### src/rtl/xtr_pkg.sv
package xtr_pkg;

    localparam int LINE_BYTES  = 64;
    localparam int INST_BYTES  = 4;
    localparam int LINE_WORDS  = LINE_BYTES / INST_BYTES;
    localparam int WORD_IDX_W  = $clog2(LINE_WORDS);
    localparam int LINE_BITS   = LINE_BYTES * 8;
    localparam int INST_BITS   = INST_BYTES * 8;
    localparam int OFS_LSB     = $clog2(INST_BYTES);
    localparam int OFS_MSB     = $clog2(LINE_BYTES) - 1;

    typedef enum logic [1:0] {
        THR_RUN     = 2'd0,
        THR_QUIESCE = 2'd1,
        THR_TRAP    = 2'd2
    } thr_state_e;

endpackage

### src/rtl/xtr_word_pick.sv
module xtr_word_pick
    import xtr_pkg::*;
#(
    parameter int W = 4
) (
    input  logic [LINE_BITS-1:0]    line,
    input  logic [WORD_IDX_W-1:0]   start_idx,
    output logic [W*INST_BITS-1:0]  words,
    output logic [W-1:0]            in_line
);

    localparam int IDX_EXT_W = WORD_IDX_W + 2;

    genvar k;
    generate
        for (k = 0; k < W; k++) begin : g_slot
            logic [IDX_EXT_W-1:0] idx_ext;
            logic [WORD_IDX_W-1:0] idx;
            assign idx_ext = IDX_EXT_W'(start_idx) + IDX_EXT_W'(k);
            assign idx     = idx_ext[WORD_IDX_W-1:0];
            assign in_line[k] = (idx_ext < IDX_EXT_W'(LINE_WORDS));
            assign words[k*INST_BITS +: INST_BITS] =
                in_line[k] ? line[idx*INST_BITS +: INST_BITS] : '0;
        end
    endgenerate

endmodule

### src/rtl/xtr_chain.sv
module xtr_chain
    import xtr_pkg::*;
#(
    parameter int W  = 4,
    parameter int AW = 32,
    localparam int CW = $clog2(W + 1)
) (
    input  logic [AW-1:0]   start_pc,
    input  logic [W-1:0]    in_line,
    input  logic [W-1:0]    is_ctrl,
    input  logic [W-1:0]    is_taken,
    input  logic [W*AW-1:0] target,
    input  logic [W-1:0]    is_quiesce,
    output logic [W-1:0]    emit,
    output logic [W*AW-1:0] pc_out,
    output logic [W*AW-1:0] npc_out,
    output logic [AW-1:0]   end_pc,
    output logic [CW-1:0]   n_emit,
    output logic [CW-1:0]   n_ctrl,
    output logic [CW-1:0]   n_taken,
    output logic            saw_quiesce
);

    logic [AW-1:0] cur;
    logic [AW-1:0] nxt;
    logic          stop;

    always_comb begin
        emit        = '0;
        pc_out      = '0;
        npc_out     = '0;
        n_emit      = '0;
        n_ctrl      = '0;
        n_taken     = '0;
        saw_quiesce = 1'b0;
        stop        = 1'b0;
        cur         = start_pc;
        nxt         = start_pc;
        for (int k = 0; k < W; k++) begin
            if (!stop && in_line[k]) begin
                emit[k] = 1'b1;
                nxt = is_ctrl[k] ? target[k*AW +: AW] : cur + AW'(INST_BYTES);
                pc_out[k*AW +: AW]  = cur;
                npc_out[k*AW +: AW] = nxt;
                n_emit = n_emit + CW'(1);
                if (is_ctrl[k]) begin
                    n_ctrl = n_ctrl + CW'(1);
                    if (is_taken[k]) begin
                        n_taken = n_taken + CW'(1);
                        stop    = 1'b1;
                    end
                end
                if (is_quiesce[k]) begin
                    saw_quiesce = 1'b1;
                    stop        = 1'b1;
                end
                cur = nxt;
            end
        end
        end_pc = cur;
    end

endmodule

### src/rtl/line_inst_extractor.sv
module line_inst_extractor
    import xtr_pkg::*;
#(
    parameter int          W        = 4,
    parameter int          AW       = 32,
    parameter int          SEQ_W    = 16,
    parameter int          CNT_W    = 16,
    parameter int          FW       = 4,
    parameter logic [31:0] NOP_WORD = 32'h0000_0013,
    parameter logic [31:0] RESET_PC = 32'h0000_1000,
    localparam int         CW       = $clog2(W + 1)
) (
    input  logic                  clk,
    input  logic                  rst_n,
    input  logic                  restart,
    input  logic                  fetch_go,
    input  logic [AW-1:0]         fetch_pc,
    input  logic [LINE_BITS-1:0]  line_data,
    input  logic                  fault_valid,
    input  logic [FW-1:0]         fault_code,
    input  logic [W-1:0]          pr_ctrl,
    input  logic [W-1:0]          pr_taken,
    input  logic [W*AW-1:0]       pr_target,
    input  logic [W-1:0]          pr_quiesce,
    output logic [AW-1:0]         line_addr,
    output logic [W-1:0]          slot_valid,
    output logic [W*INST_BITS-1:0] slot_inst,
    output logic [W*AW-1:0]       slot_pc,
    output logic [W*AW-1:0]       slot_npc,
    output logic [W*SEQ_W-1:0]    slot_seq,
    output logic                  slot_fault,
    output logic [FW-1:0]         slot_fault_code,
    output logic                  wrote_out,
    output logic [CW-1:0]         group_count,
    output logic [AW-1:0]         upd_pc,
    output logic [AW-1:0]         upd_npc,
    output logic [1:0]            thr_state,
    output logic [CNT_W-1:0]      br_count,
    output logic [CNT_W-1:0]      taken_count
);

    typedef struct packed {
        logic [W-1:0]           valid;
        logic [W*INST_BITS-1:0] inst;
        logic [W*AW-1:0]        pc;
        logic [W*AW-1:0]        npc;
        logic [W*SEQ_W-1:0]     seq;
        logic                   fault;
        logic [FW-1:0]          fcode;
        logic                   wrote;
        logic [CW-1:0]          count;
        logic [AW-1:0]          upc;
        logic [AW-1:0]          unpc;
        thr_state_e             state;
        logic [SEQ_W-1:0]       seq_next;
        logic [CNT_W-1:0]       br;
        logic [CNT_W-1:0]       tk;
    } xtr_regs_t;

    xtr_regs_t r_d, r_q;

    logic [AW-1:0]          pc_al;
    logic [WORD_IDX_W-1:0]  start_idx;
    logic [W*INST_BITS-1:0] picked;
    logic [W-1:0]           in_line;
    logic [W-1:0]           ch_emit;
    logic [W*AW-1:0]        ch_pc;
    logic [W*AW-1:0]        ch_npc;
    logic [AW-1:0]          ch_end;
    logic [CW-1:0]          ch_n;
    logic [CW-1:0]          ch_nctrl;
    logic [CW-1:0]          ch_ntaken;
    logic                   ch_quiesce;

    assign pc_al     = {fetch_pc[AW-1:OFS_LSB], {OFS_LSB{1'b0}}};
    assign start_idx = fetch_pc[OFS_MSB:OFS_LSB];
    assign line_addr = {fetch_pc[AW-1:OFS_MSB+1], {(OFS_MSB+1){1'b0}}};

    xtr_word_pick #(.W(W)) u_pick (
        .line      (line_data),
        .start_idx (start_idx),
        .words     (picked),
        .in_line   (in_line)
    );

    xtr_chain #(.W(W), .AW(AW)) u_chain (
        .start_pc    (pc_al),
        .in_line     (in_line),
        .is_ctrl     (pr_ctrl),
        .is_taken    (pr_taken),
        .target      (pr_target),
        .is_quiesce  (pr_quiesce),
        .emit        (ch_emit),
        .pc_out      (ch_pc),
        .npc_out     (ch_npc),
        .end_pc      (ch_end),
        .n_emit      (ch_n),
        .n_ctrl      (ch_nctrl),
        .n_taken     (ch_ntaken),
        .saw_quiesce (ch_quiesce)
    );

    always_comb begin
        r_d       = r_q;
        r_d.valid = '0;
        r_d.inst  = '0;
        r_d.pc    = '0;
        r_d.npc   = '0;
        r_d.seq   = '0;
        r_d.fault = 1'b0;
        r_d.fcode = '0;
        r_d.wrote = 1'b0;
        r_d.count = '0;
        if (restart) begin
            r_d.state = THR_RUN;
        end else if (fetch_go && r_q.state == THR_RUN) begin
            if (fault_valid) begin
                r_d.valid[0]               = 1'b1;
                r_d.inst[0 +: INST_BITS]   = NOP_WORD;
                r_d.pc[0 +: AW]            = pc_al;
                r_d.npc[0 +: AW]           = pc_al + AW'(INST_BYTES);
                r_d.seq[0 +: SEQ_W]        = r_q.seq_next;
                r_d.fault                  = 1'b1;
                r_d.fcode                  = fault_code;
                r_d.wrote                  = 1'b1;
                r_d.count                  = CW'(1);
                r_d.seq_next               = r_q.seq_next + SEQ_W'(1);
                r_d.state                  = THR_TRAP;
            end else begin
                r_d.valid = ch_emit;
                r_d.pc    = ch_pc;
                r_d.npc   = ch_npc;
                for (int k = 0; k < W; k++) begin
                    if (ch_emit[k]) begin
                        r_d.inst[k*INST_BITS +: INST_BITS] = picked[k*INST_BITS +: INST_BITS];
                        r_d.seq[k*SEQ_W +: SEQ_W] = r_q.seq_next + SEQ_W'(k);
                    end
                end
                r_d.wrote    = (ch_n != '0);
                r_d.count    = ch_n;
                r_d.seq_next = r_q.seq_next + SEQ_W'(ch_n);
                r_d.br       = r_q.br + CNT_W'(ch_nctrl);
                r_d.tk       = r_q.tk + CNT_W'(ch_ntaken);
                if (ch_n != '0) begin
                    r_d.upc  = ch_end;
                    r_d.unpc = ch_end + AW'(INST_BYTES);
                end
                if (ch_quiesce) begin
                    r_d.state = THR_QUIESCE;
                end
            end
        end
    end

    always_ff @(posedge clk) begin
        if (!rst_n) begin
            r_q          <= '0;
            r_q.upc      <= AW'(RESET_PC);
            r_q.unpc     <= AW'(RESET_PC) + AW'(INST_BYTES);
            r_q.state    <= THR_RUN;
        end else begin
            r_q <= r_d;
        end
    end

    assign slot_valid      = r_q.valid;
    assign slot_inst       = r_q.inst;
    assign slot_pc         = r_q.pc;
    assign slot_npc        = r_q.npc;
    assign slot_seq        = r_q.seq;
    assign slot_fault      = r_q.fault;
    assign slot_fault_code = r_q.fcode;
    assign wrote_out       = r_q.wrote;
    assign group_count     = r_q.count;
    assign upd_pc          = r_q.upc;
    assign upd_npc         = r_q.unpc;
    assign thr_state       = r_q.state;
    assign br_count        = r_q.br;
    assign taken_count     = r_q.tk;

endmodule

### config.mk
export PLATFORM = sky130hd
export DESIGN_NAME = line_inst_extractor
export DESIGN_NICKNAME = d
export VERILOG_FILES = /design/src/rtl/xtr_pkg.sv /design/src/rtl/xtr_word_pick.sv /design/src/rtl/xtr_chain.sv /design/src/rtl/line_inst_extractor.sv
export SDC_FILE = /design/constraint.sdc
export NUM_CORES = 2
export LEC_CHECK = 0
export CAP_MARGIN = 25
export CORE_AREA = 2 2 504 506
export DETAILED_ROUTE_END_ITERATION = 10
export DIE_AREA = 0 0 506 508
export DONT_BUFFER_PORTS = 1
export GPL_TIMING_DRIVEN = 0
export PLACE_DENSITY = 0.36
export SLEW_MARGIN = 0
export SYNTH_ARGS = -nofsm -noshare
export SYNTH_HDL_FRONTEND = slang
export SYNTH_SLANG_ARGS = --single-unit
### constraint.sdc
create_clock -name clk -period 16.1 [get_ports clk]
set_input_delay 0.805 -clock clk [delete_from_list [all_inputs] [get_ports clk]]
set_output_delay 0.805 -clock clk [all_outputs]
set_load 0.03 [all_outputs]
**Word level (Yosys, flattened, before mapping)**

Index checks and enable logic that the tools add are counted.
Widths: inputs -> output; s select.

- Bits in registers: 575
- Input port bits: 693
- Output and inout bits: 591

- Add/subtract/negate cells: 23
- Order comparisons: 4
- Shifts and indexed selects: 4
- Multiplexer cells: 70
- Bitwise gates (word level): 15
- Reductions and logical operators: 28

Operators by type and width:

| kind | count |
|---|---|
| $shiftx 512x10->32 | 4 |
| $mux 32 | 12 |
| $add 32x3->32 const B | 5 |
| $mux 3 | 21 |
| $add 16x3->16 | 3 |
| $add 16x2->16 const B | 2 |
| $mux 16 | 2 |
| $reduce_or 5->1 | 6 |
| $mux 1 | 28 |
| $add 3x1->3 const B | 8 |
| $reduce_or 6->1 | 4 |
| $mux 5 | 4 |
| $lt 6x5->1 const B | 3 |
| $mux 18 | 1 |
| $add 16x1->16 const B | 1 |
| $not 1->1 | 15 |
| $add 4x2->5 const B | 2 |
| $reduce_or 4->1 | 2 |
| $add 4x1->5 const B | 1 |
| $lt 4x5->1 const B | 1 |
| $logic_and 1x1->1 | 4 |
| $mux 4 | 1 |
| $reduce_and 2->1 | 2 |
| $reduce_and 4->1 | 1 |
| 9 further kinds | 11 |

**Depth between registers and ports, before layout**

- Word-level depth: 17
- Mapped depth: 31
- Gate-level depth less buffers: 26

**Modules after synthesis**

Synthesis repeated with hierarchy kept, for this count alone.

- Cells, all modules: 5149
- Area, all modules: 48870.6 sq um

Modules (own cells, without submodules):

| module | instances | cells each | area an instance (sq um) |
|---|---|---|---|
| line_inst_extractor | 1 | 2509 | 23695.2 |
| xtr_word_pick | 1 | 1032 | 15707.6 |
| xtr_chain | 1 | 1608 | 9467.8 |

**Worst setup path after synthesis**

OpenSTA, ideal clock, no wires.

- Path kind: input port to flip-flop
- From: in fetch_pc[3]
- To: reg r_q (netlist bit upd_npc[30])
- Setup time: 0.074 ns
- Data arrival time: 8.256 ns
- Path slack: 7.770 ns
- Stages on the path: 26
- Path buffers: 7
- Cells stage by stage: clkbuf_1 > clkbuf_1 > clkbuf_1 > buf_1 > inv_1 > ha_1 > clkbuf_1 > mux2_2 > ha_1 > o211ai_1 > or4_1 > o311a_1 > clkbuf_1 > nor3b_2 > and3_1 > buf_2 > mux2i_1 > nand3_1 > nor4_1 > mux2_2 > a221oi_2 > nand3_1 > nor3_1 > nand3_1 > or3_1 > a31oi_1

- Cells in the longest elaborated chain, start to end: 15
- Elaborated cells on any way between the ends: 44

RTL lines:

| item | line | text |
|---|---|---|
| start, declared | line_inst_extractor.sv:17 | `input logic [AW-1:0] fetch_pc,` |
| branches (longest 15 deep; another with $add 32x3->32) | -- |  |
| end signal, assigned | line_inst_extractor.sv:162 | `r_q <= r_d;` |
| end, declared | line_inst_extractor.sv:60 | `xtr_regs_t r_d, r_q;` |

Several ways; the timed one is not identified.
A chain may end at the register's enable or synchronous reset.

**Final worst setup path**

- From: in fetch_pc[3]
- To: reg r_q (netlist bit upd_npc[31])

Same word-level chain as after synthesis.

==> run summary <==
DP Cell Count = 8,100
yosys warns = 0
Worst Hold Class = primary input to flop
Comb power frac = 0.296
post-cts resize count = 0
status = completed
Pleak = 20.1 nW
drt initial violations = 4,259
die width = 506 µm
clock insertion delay at the later pin of the skew report = 760 ps
Placed Area = 0.0522 mm²
post-route worst setup slack = 4830 ps
sequential fraction of the synthesis area = 0.248
Root Driver = clkbuf_16
global-route wire length before repair = 464 mm
Detail Placement HPWL = 313 mm
Critical Path End Type = flop
mean post-synth cell area = 9.99 µm²
Top FF cell, synth = dfxtp_1
switching share of power = 0.356
Setup WS pre-CTS = 4140 ps
nets@finish = 5,548
Routed wire per std cell = 44.0 µm
CTS sink count = 571
grt total ovfl = 0
Cell Pwr Density = 88.4 mW/mm²
VDD IR max = 75.4 µV
Slew HR = 0.177
FMAX = 0.0887 GHz
detailed-route via count = 43,800
Bufs on Longest Clock Path = 3
hold_ws = 206 ps
final WL = 369 mm
worst-margin pin slew = 1230 ps
Post-CTS Setup Bufs = 0
Finish-stage setup viols = 0
Clk pin slew, worst setup/hold paths = 60 ps
final instance count without filler cells = 8,387
total track usage = 0.275
pin count of the biggest net entering global routing = 13
Final min period = 11,270 ps
IO buf count = 0
CP Data Required Time = 16,750 ps
clock share of power = 0.409
TritonRoute pass-1 iters = 5
Max Fanout on Critical Path = 10
number of synthesized flops with an enable pin = 0
Final Slew Violations = 0
RSZ-0062 raised after global routing = false
CTS Buf Count = 80
chip height = 508 µm
clock skew = 52.0 ps
Sw Pwr = 1.74 mW
Largest stage delay, worst path = 860 ps
CP max-delay cell = a32oi_1
critical path launch point type = primary input
cell mode on critical path = clkbuf_1
Routed Antenna Nets = 0
Setup CP Type = primary input to flop
Final Cell Area = 0.0554 mm²
full die area = 0.257 mm²
Pint = 3.16 mW
IO Pins = 1,284
core area = 0.252 mm²
flops & latches, synth = 571
final hold violations = 0
GP Congestion = 1.01
vias in the first global route = 42,800
CTS Hold Bufs = 0
Post-Syn Area = 0.0460 mm²
area delta synth->final = 20.4%
crit share post-route = 0.700
layout cell share with drive strength beyond 1 = 0.338
Syn Inst Count = 4,608
row count = 185
via/cell ratio = 5.22
DRC viols = 0
Yosys cell types = 109
Worst Path Arrival = 11,920 ps
FFs w/ async S/R, synth = 0
sequential share of power = 0.296
H-tree levels = 3
Starting Density = 0.182
setup TNS = 0 ps
CTS tree = yes
initial antenna violation count = 76
max-cap viol count = 0
-- synthesized netlist by cell type (16+ instances only) --
master / n / area (µm²)
buf_1: 73 / 274
xor2_1: 61 / 534
nor3_1: 61 / 305
a21oi_1: 194 / 971
buf_2: 26 / 130
or3_1: 37 / 231
a21o_1: 16 / 120
nand2b_1: 32 / 200
nand4_1: 47 / 294
o22ai_1: 17 / 106
xnor2_1: 115 / 1010
nor2_1: 462 / 1730
ha_1: 30 / 375
and4_1: 16 / 140
buf_4: 596 / 4470
clkbuf_1: 270 / 1010
o31a_1: 21 / 184
a31oi_1: 19 / 119
nand3_1: 77 / 385
mux2i_1: 108 / 1080
and3_1: 115 / 719
mux4_2: 584 / 13200
a211oi_1: 155 / 1160
dfxtp_1: 571 / 11400
o21ai_0: 83 / 415
inv_1: 35 / 131
nor4_1: 27 / 169
o21a_1: 19 / 143
nand2_1: 286 / 1070
nor2b_1: 67 / 419
and2_1: 78 / 488
-- flip-flops by register name (all words and copies together), names as in the netlist, 16 cells and up --
| register | count |
|---|---|
| slot_seq | 64 |
| slot_pc | 126 |
| upd_npc | 30 |
| upd_pc | 32 |
| br_count | 16 |
| slot_npc | 128 |
| r_q | 16 |
| slot_inst | 128 |
| taken_count | 16 |
-- cell usage in the layout (no fill, tap or decap), drive strengths merged, types with 21 or more instances in the layout --
cell type | synthesis | layout
a211oi | 156 | 156
a21oi | 198 | 198
and2 | 79 | 79
and3 | 115 | 115
buf | 696 | 820
clkbuf | 270 | 371
dfxtp | 571 | 571
diode | 0 | 137
ha | 30 | 30
inv | 36 | 46
mux2i | 108 | 108
mux4 | 584 | 584
nand2 | 286 | 286
nand2b | 32 | 32
nand3 | 80 | 80
nand4 | 49 | 49
nor2 | 462 | 462
nor2b | 67 | 67
nor3 | 68 | 68
nor4 | 41 | 41
o21ai | 90 | 90
o31a | 21 | 21
or3 | 37 | 37
xnor2 | 115 | 115
xor2 | 61 | 61
-- metrics by stage --
| step | power (mW) | utilization |
|---|---|---|
| finish | 4.90 | 0.220 |
| detailed placement | 2.91 | 0.207 |
| CTS | 4.96 | 0.218 |
| global placement | 2.86 | 0.199 |
| floorplan | 2.32 | - |
| global route | 5.04 | 0.219 |
-- worst paths after layout --
check | start | endpoint | slack (ps) | cells after the start
worst max register to register | thr_state[1] | slot_inst[97] | 11390 | 11
worst min-delay path | pr_target[73] | slot_npc[73] | 210 | 2
worst max-delay path | fetch_pc[3] | upd_npc[31] | 4830 | 29
worst min register to register | upd_npc[5] | upd_npc[5] | 460 | 2
-- logic make-up after synthesis --
family	Yosys count	synth area share
flops	571	0.248
mux	708	0.313
simple gates	1393	0.153
compound gates	723	0.111
buf+inv	1003	0.131
xor+xnor	176	0.0335
fa+ha+maj	33	0.00946
other cells	1	0.0000815
-- metal layers --
layer	part of all wire	routed length (µm)	up-vias	GRT usage
met1	0.33	120000	22500	0.275
met3	0.10	36900	802	0.0955
met5	0.000035	13	-	0
met2	0.50	183000	3128	0.482
li1	-	-	17300	-
met4	0.078	28900	2	0.184
-- cell type report --
type                    count  area (µm²)
clock inverters            44         639
fillers                 27700      197000
inverters                  37         139
repair buffers            125        1850
well taps                3366        4210
multi-input cells        3041       28600
diodes                    137         343
flip-flops and latches    571       11400
clock buffers             100        2210
plain buffers             966        5980
-- power groups by stage --
stage	Combinational (mW)	Sequential [mW]	Clock, mW
6_report	1.45	1.45	2.00
2_1_floorplan	0.851	1.47	0
5_1_grt	1.48	1.45	2.11
4_1_cts	1.44	1.45	2.08
3_3_place_gp	1.38	1.48	0
3_5_place_dp	1.43	1.48	0
-- worst max-delay path: cells and delay by family --
kind            cells  cell delay, ps
fa+ha+maj           2             700
buf+inv             9            3340
compound gates      4            1960
mux                 3            1160
simple gates       11            3850
No activity file was read; power rests on OpenSTA's default activity.
